`config.mk`:
```
export PLATFORM = sky130hd
export DESIGN_NAME = fault_shutdown_ctrl
export DESIGN_NICKNAME = d
export VERILOG_FILES = /design/src/rtl/fsd_pkg.sv /design/src/rtl/fsd_level_track.sv /design/src/rtl/fsd_state_ctrl.sv /design/src/rtl/fsd_kill_fanout.sv /design/src/rtl/fault_shutdown_ctrl.sv
export SDC_FILE = /design/constraint.sdc
export NUM_CORES = 1
export LEC_CHECK = 0
export ABC_AREA = 1
export CAP_MARGIN = 20
export CORE_AREA = 2 2 39 41
export CTS_CLUSTER_SIZE = 16
export DETAILED_ROUTE_END_ITERATION = 7
export DIE_AREA = 0 0 41 43
export GPL_TIMING_DRIVEN = 0
export SYNTH_ARGS = -nofsm -noshare
export SYNTH_HDL_FRONTEND = slang
export SYNTH_SLANG_ARGS = --single-unit
```
`constraint.sdc`:
```
create_clock -name clk -period 0.9 [get_ports clk]
set_input_delay 0.18 -clock clk [delete_from_list [all_inputs] [get_ports clk]]
set_output_delay 0.18 -clock clk [all_outputs]
set_load 0.05 [all_outputs]
```
`src/rtl/fsd_pkg.sv`:
```
package fsd_pkg;

  typedef enum logic [1:0] {
    ST_RUN      = 2'd0,
    ST_PULLDOWN = 2'd1,
    ST_RECOVER  = 2'd2
  } fsd_state_e;

  // Pin level with hysteresis: set above upper, clear below lower, else hold.
  function automatic logic level_next(logic cur, logic above, logic below);
    if (below)      return 1'b0;
    else if (above) return 1'b1;
    else            return cur;
  endfunction

  function automatic fsd_state_e state_next(fsd_state_e cur, logic trip,
                                            logic above, logic below);
    case (cur)
      ST_RUN:      return trip ? ST_PULLDOWN : ST_RUN;
      ST_PULLDOWN: return below ? ST_RECOVER : ST_PULLDOWN;
      ST_RECOVER: begin
        if (trip)       return ST_PULLDOWN;
        else if (above) return ST_RUN;
        else            return ST_RECOVER;
      end
      default:     return ST_RECOVER;
    endcase
  endfunction

endpackage

```
`src/rtl/fsd_level_track.sv`:
```
module fsd_level_track (
  input  logic clk,
  input  logic rst_n,
  input  logic above_i,
  input  logic below_i,
  output logic pin_high_o
);
  import fsd_pkg::*;

  logic pin_high_q;

  always_ff @(posedge clk or negedge rst_n) begin
    if (!rst_n) pin_high_q <= 1'b0;
    else        pin_high_q <= level_next(pin_high_q, above_i, below_i);
  end

  assign pin_high_o = pin_high_q;
endmodule

```
`src/rtl/fsd_state_ctrl.sv`:
```
module fsd_state_ctrl (
  input  logic clk,
  input  logic rst_n,
  input  logic trip_i,
  input  logic above_i,
  input  logic below_i,
  output logic running_o,
  output logic pulldown_o,
  output logic trip_evt_o,
  output logic release_evt_o,
  output logic resume_evt_o
);
  import fsd_pkg::*;

  fsd_state_e state_q, state_d;

  assign state_d = state_next(state_q, trip_i, above_i, below_i);

  always_ff @(posedge clk or negedge rst_n) begin
    if (!rst_n) state_q <= ST_RECOVER;
    else        state_q <= state_d;
  end

  assign running_o     = (state_q == ST_RUN);
  assign pulldown_o    = (state_q == ST_PULLDOWN);
  assign trip_evt_o    = (state_q != ST_PULLDOWN) && (state_d == ST_PULLDOWN);
  assign release_evt_o = (state_q == ST_PULLDOWN) && (state_d == ST_RECOVER);
  assign resume_evt_o  = (state_q == ST_RECOVER)  && (state_d == ST_RUN);
endmodule

```
`src/rtl/fsd_kill_fanout.sv`:
```
module fsd_kill_fanout #(
  parameter int NUM_LEGS = 3
) (
  input  logic                trip_i,
  input  logic                running_i,
  input  logic                pin_high_i,
  output logic [NUM_LEGS-1:0] kill_o
);
  logic kill_any;

  // Unregistered trip path ORed with the registered hold conditions.
  assign kill_any = trip_i | ~running_i | ~pin_high_i;

  for (genvar g = 0; g < NUM_LEGS; g++) begin : g_leg
    assign kill_o[g] = kill_any;
  end
endmodule

```
`src/rtl/fault_shutdown_ctrl.sv`:
```
module fault_shutdown_ctrl #(
  parameter int NUM_LEGS = 3
) (
  input  logic                clk,
  input  logic                rst_n,
  input  logic                trip_i,
  input  logic                sd_above_upper_i,
  input  logic                sd_below_lower_i,
  output logic [NUM_LEGS-1:0] gate_kill_o,
  output logic                od_pulldown_o
);
  logic pin_high;
  logic running;
  logic trip_evt;
  logic release_evt;
  logic resume_evt;

  fsd_level_track u_level (
    .clk        (clk),
    .rst_n      (rst_n),
    .above_i    (sd_above_upper_i),
    .below_i    (sd_below_lower_i),
    .pin_high_o (pin_high)
  );

  fsd_state_ctrl u_fsm (
    .clk           (clk),
    .rst_n         (rst_n),
    .trip_i        (trip_i),
    .above_i       (sd_above_upper_i),
    .below_i       (sd_below_lower_i),
    .running_o     (running),
    .pulldown_o    (od_pulldown_o),
    .trip_evt_o    (trip_evt),
    .release_evt_o (release_evt),
    .resume_evt_o  (resume_evt)
  );

  fsd_kill_fanout #(.NUM_LEGS(NUM_LEGS)) u_kill (
    .trip_i     (trip_i),
    .running_i  (running),
    .pin_high_i (pin_high),
    .kill_o     (gate_kill_o)
  );
endmodule

```
Yosys cells after proc, flatten, opt, wreduce, memory -nomap -nowiden
Cells that the tools add are included.

word-level totals
  input bits = 5
  register bits after elaboration = 3

operators by class
  mux-type cells = 7
  bitwise gates (word level) = 4
  equal/unequal tests = 2
  reduce and logical (&&, ||, !) cells = 2

operators by type and width
  kind                number
  $mux 2              3
  $pmux 2 s3          1
  $mux 1              3
  $eq 2x1->1 const B  1
  $eq 2x2->1 const B  1
  $logic_not 2->1     1
  $not 1->1           2
  $or 1x1->1          2
  $reduce_bool 2->1   1

Depth between registers and ports, before layout
  depth after elaboration = 4
  gate-level depth with buffers = 5
  depth with buffers taken out = 5

Hierarchy
A second synthesis with hierarchy kept.

unflattened totals
  cell total of the unflattened synthesis = 29
  area, all modules = 197.7 um^2

modules (own cells, without submodules)
  module           times used  cells each  seq. area each (um^2)  area each (um^2)
  fsd_state_ctrl   1           21          51.3                   128.9
  fsd_kill_fanout  1           5           0.0                    36.3
  fsd_level_track  1           3           25.0                   32.5

Worst setup path before layout
OpenSTA, ideal clock, no wires.

  path type = register to output
  start = reg u_fsm.state_q[1]
  end = out gate_kill_o[0]
  arrival time = 839 ps
  buffers on the path = 1
  slack = -119 ps
  cell stages (with the launch flop) = 4
  cells stage by stage = dfstp_2 -> nor2_1 -> nand3_1 -> buf_4

between the ends
  cells in the longest elaborated chain, start to end = 4

RTL lines
  element                   line                      source
  start: declaration        fsd_state_ctrl.sv:15      fsd_state_e state_q, state_d;
  start signal: assignment  fsd_state_ctrl.sv:21      else state_q <= state_d;
  $logic_not 2->1           fsd_state_ctrl.sv:24      assign running_o = (state_q == ST_RUN);
  $not 1->1                 fsd_kill_fanout.sv:12     assign kill_any = trip_i | ~running_i | ~pin_high_i;
  $or 1x1->1 (2 in series)  fsd_kill_fanout.sv:12
  end: declaration          fault_shutdown_ctrl.sv:9  output logic [NUM_LEGS-1:0] gate_kill_o,

Every way passes these cells.

Worst setup path after layout
  start = reg u_fsm.state_q[1]
  end = out gate_kill_o[2]

Same word-level chain as after synthesis.

==> metrics.csv <==
stage,metric,value,unit
pwr,switching power,0.290,mW
global_routing,pin count of the biggest net entering global routing,4,
global_routing,vias in the first global route,153,
critical_path,WS Path Type,flip-flop to output pin,
status,outcome,finished with violations,
floorplan,Die Wd,41,um
clock_network,Hold Buf Count CTS,0,
route,initial drt markers,0,
route,Routed Antenna Nets,0,
floorplan,IO Pins,9,
clock_network,clock sink count,3,
sta,max-slew violations,0,
sta,Slew @ Worst Pin,143,ps
route,via count,150,
route,wire length per cell,6.85,um
final_layout,share of layout cells above drive strength 1,46.9,%
sta,period utilisation layout,146,%
global_routing,global-route wire length before repair,517,um
place,IO buf count,8,
synth,number of synthesis warnings,0,
pwr,Reg power frac,26.4,%
critical_path,crit end category,output pin,
place,Inst Count DP,44,
synth,"Distinct cells, synth",10,
global_routing,total grt overflow,0,
clock_network,Clock H-tree levels,1,
critical_path,crit-path cells,nor2_2 -> nand3_2 -> buf_6 -> buf_8,
sta,Final Hold Vio Count,0,
final_layout,Final nets,38,
floorplan,total die area,1760,um2
critical_path,Crit path required time,720,ps
clock_network,clock buffer depth,2,
clock_network,TritonCTS clock tree,yes,
pwr,Sw Share,37.4,%
critical_path,CP Launch Type,flip-flop,
pwr,LEAKAGE,0.150,nW
place,routability cong.,0.641,
clock_network,CTS buffer count,3,
place,Post-DP Area,279,um2
pwr,Pint,0.486,mW
clock_network,Clock Latency Late Sink,230,ps
critical_path,CP top delay family,flip-flops,
critical_path,sum of buffers and inverters on the critical path,2,
floorplan,initial core utilization,11.4,%
worst_hold_path,class of the worst hold path,input pin to asynchronous set/reset pin,
flow_run,Maximum Capacitance Violations,0,
synth,top-area cell type share of the netlist area,31.7,%
critical_path,Crit Path Max Fanout,3,
sta,RSZ-0062 raised after global routing,true,
pwr,worst vdd ir,0.000777,V
synth,Synth area leaders,"dfrtp_1, dfstp_2, buf_4",
route,vias per cell,3.13,
status,failing checks,negative setup slack,
pwr,PwrDens,2410,nW/um2
route,drt pass-1 iters,1,
sta,skew final,1.23,ps
place,estimated wirelength of the detail-placed design,267,um
synth,register area share after synthesis,48.4,%
critical_path,FF-to-FF Start,u_fsm.state_q[1],
global_routing,GRT Resource Usage Total,4.83,%
critical_path,worst-path cell with the longest stage delay,dfstp_2,
final_layout,Layout Area Growth over Synthesis,104,%
synth,synthesized area per cell,7.88,um2
final_layout,area of the multi-input gates,55.1,um2
synth,"area leader, netlist",dfrtp_1,
floorplan,Die H,43,um
pwr,clock share of power,29.8,%
sta,Fmax,760,MHz
synth,Synth Net Count,25,
route,DRC violations left,0,
final_layout,# fillers,154,
floorplan,CORE AREA,1380,um2
sta,Setup TNS,-1610,ps
final_layout,# diodes,0,
sta,post-route setup slack,-416,ps
route,WL final,329,um
pwr,Comb pwr share,43.8,%
clock_network,CTS root buf,clkbuf_4,
synth,"FF+latch count, synth",3,
clock_network,"Clk pin slew, worst setup/hold paths",40,ps
final_layout,register area,76.3,um2
global_routing,antenna violations before repair,0,
critical_path,Critical path origin,u_fsm.state_q[1],
final_layout,fin cells,48,
critical_path,CP peak stage delay,540,ps
synth,synthesized cell area,158,um2
sta,min cycle time layout,1320,ps
sta,final setup fails,4,
floorplan,num rows,14,
critical_path,critical path arrival,1140,ps
synth,Mapped Cells,20,
sta,relative slew slack,90.4,%
final_layout,fin area,322,um2
cells by family (layout without fill, tap and decap cells):
| group | Yosys count | in the layout | synth area share [%] |
|---|---|---|---|
| AND/OR/NAND/NOR | 10 | 10 | 27.0 |
| buffers and inverters | 6 | 18 | 21.4 |
| AO/OA/AOI/OAI | 1 | 1 | 3.17 |
| flip-flops | 3 | 3 | 48.4 |
repair_timing:
action	4_1_cts	5_1_grt
setup buffers	0	0
endpoints found under the setup margin	4	6
gates resized for setup	31	1
routing by layer:
layer | wire (um) | GRT usage [%] | vias to the layer above
met4 | 0 | 6.00 | 0
met3 | 43 | 2.09 | 0
met5 | 0 | 0 | -
li1 | - | - | 80
met1 | 129 | 4.87 | 62
met2 | 156 | 6.25 | 8
power by group through the flow:
| stage | clock network [mW] | logic, mW | registers [mW] |
|---|---|---|---|
| floorplan | 0 | 0.226 | 0.203 |
| finish | 0.231 | 0.340 | 0.204 |
| CTS | 0.246 | 0.341 | 0.206 |
| detailed placement | 0 | 0.311 | 0.207 |
| global route | 0.248 | 0.362 | 0.210 |
| global placement | 0 | 0.310 | 0.206 |
area by class of cell:
cell class                      instances  area share (%)
Sequential cell                         3            23.7
Buffer                                  3            10.5
Inverter                                3            4.28
Multi-Input combinational cell         11            17.1
Tap cell                               16            6.23
Clock buffer                            4            8.17
Timing Repair Buffer                    8            30.0
cell usage after synthesis, drive strengths merged:
cell type	n
nand3	2
nor2	3
inv	3
buf	3
o21ai	1
dfstp	1
dfrtp	2
nand2	5
flip-flops by register name, indices dropped and copies added, names as in the netlist:
| name | flops |
|---|---|
| u_fsm.state_q | 2 |
| u_level.pin_high_o | 1 |
metrics by stage:
stage	util, %	worst slack [ps]	power (mW)	hold slack [ps]
floorplan	-	-82.0	0.428	-116
global placement	20.2	-978	0.516	374
detailed placement	20.2	-984	0.518	379
CTS	23.2	-435	0.792	130
global route	23.2	-461	0.820	148
finish	23.2	-416	0.776	136
cells in the final DEF (no fill, tap or decap):
cell type | synthesis | final
o21ai_1 | 0 | 1
clkdlybuf4s50_1 | 0 | 4
buf_6 | 0 | 4
nand2_1 | 4 | 4
inv_1 | 2 | 2
dfstp_2 | 1 | 1
nor2_1 | 3 | 2
clkbuf_4 | 0 | 3
inv_4 | 0 | 1
buf_8 | 0 | 3
nor2_2 | 0 | 1
clkbuf_1 | 0 | 1
nand3_2 | 0 | 1
nand2_2 | 1 | 1
dfrtp_1 | 2 | 2
nand3_1 | 2 | 1
final timing paths:
check	to	slack [ps]	cells past startpoint
worst max-delay path	gate_kill_o[2]	-420	4
worst min-delay path	u_level.pin_high_o	140	1
worst max register to register	u_fsm.state_q[1]	30	5
worst min register to register	u_fsm.state_q[1]	500	2
max in group asynchronous	u_fsm.state_q[1]	540	1
min in group clk	u_fsm.state_q[1]	500	2
No activity file was read; power rests on OpenSTA's default activity.
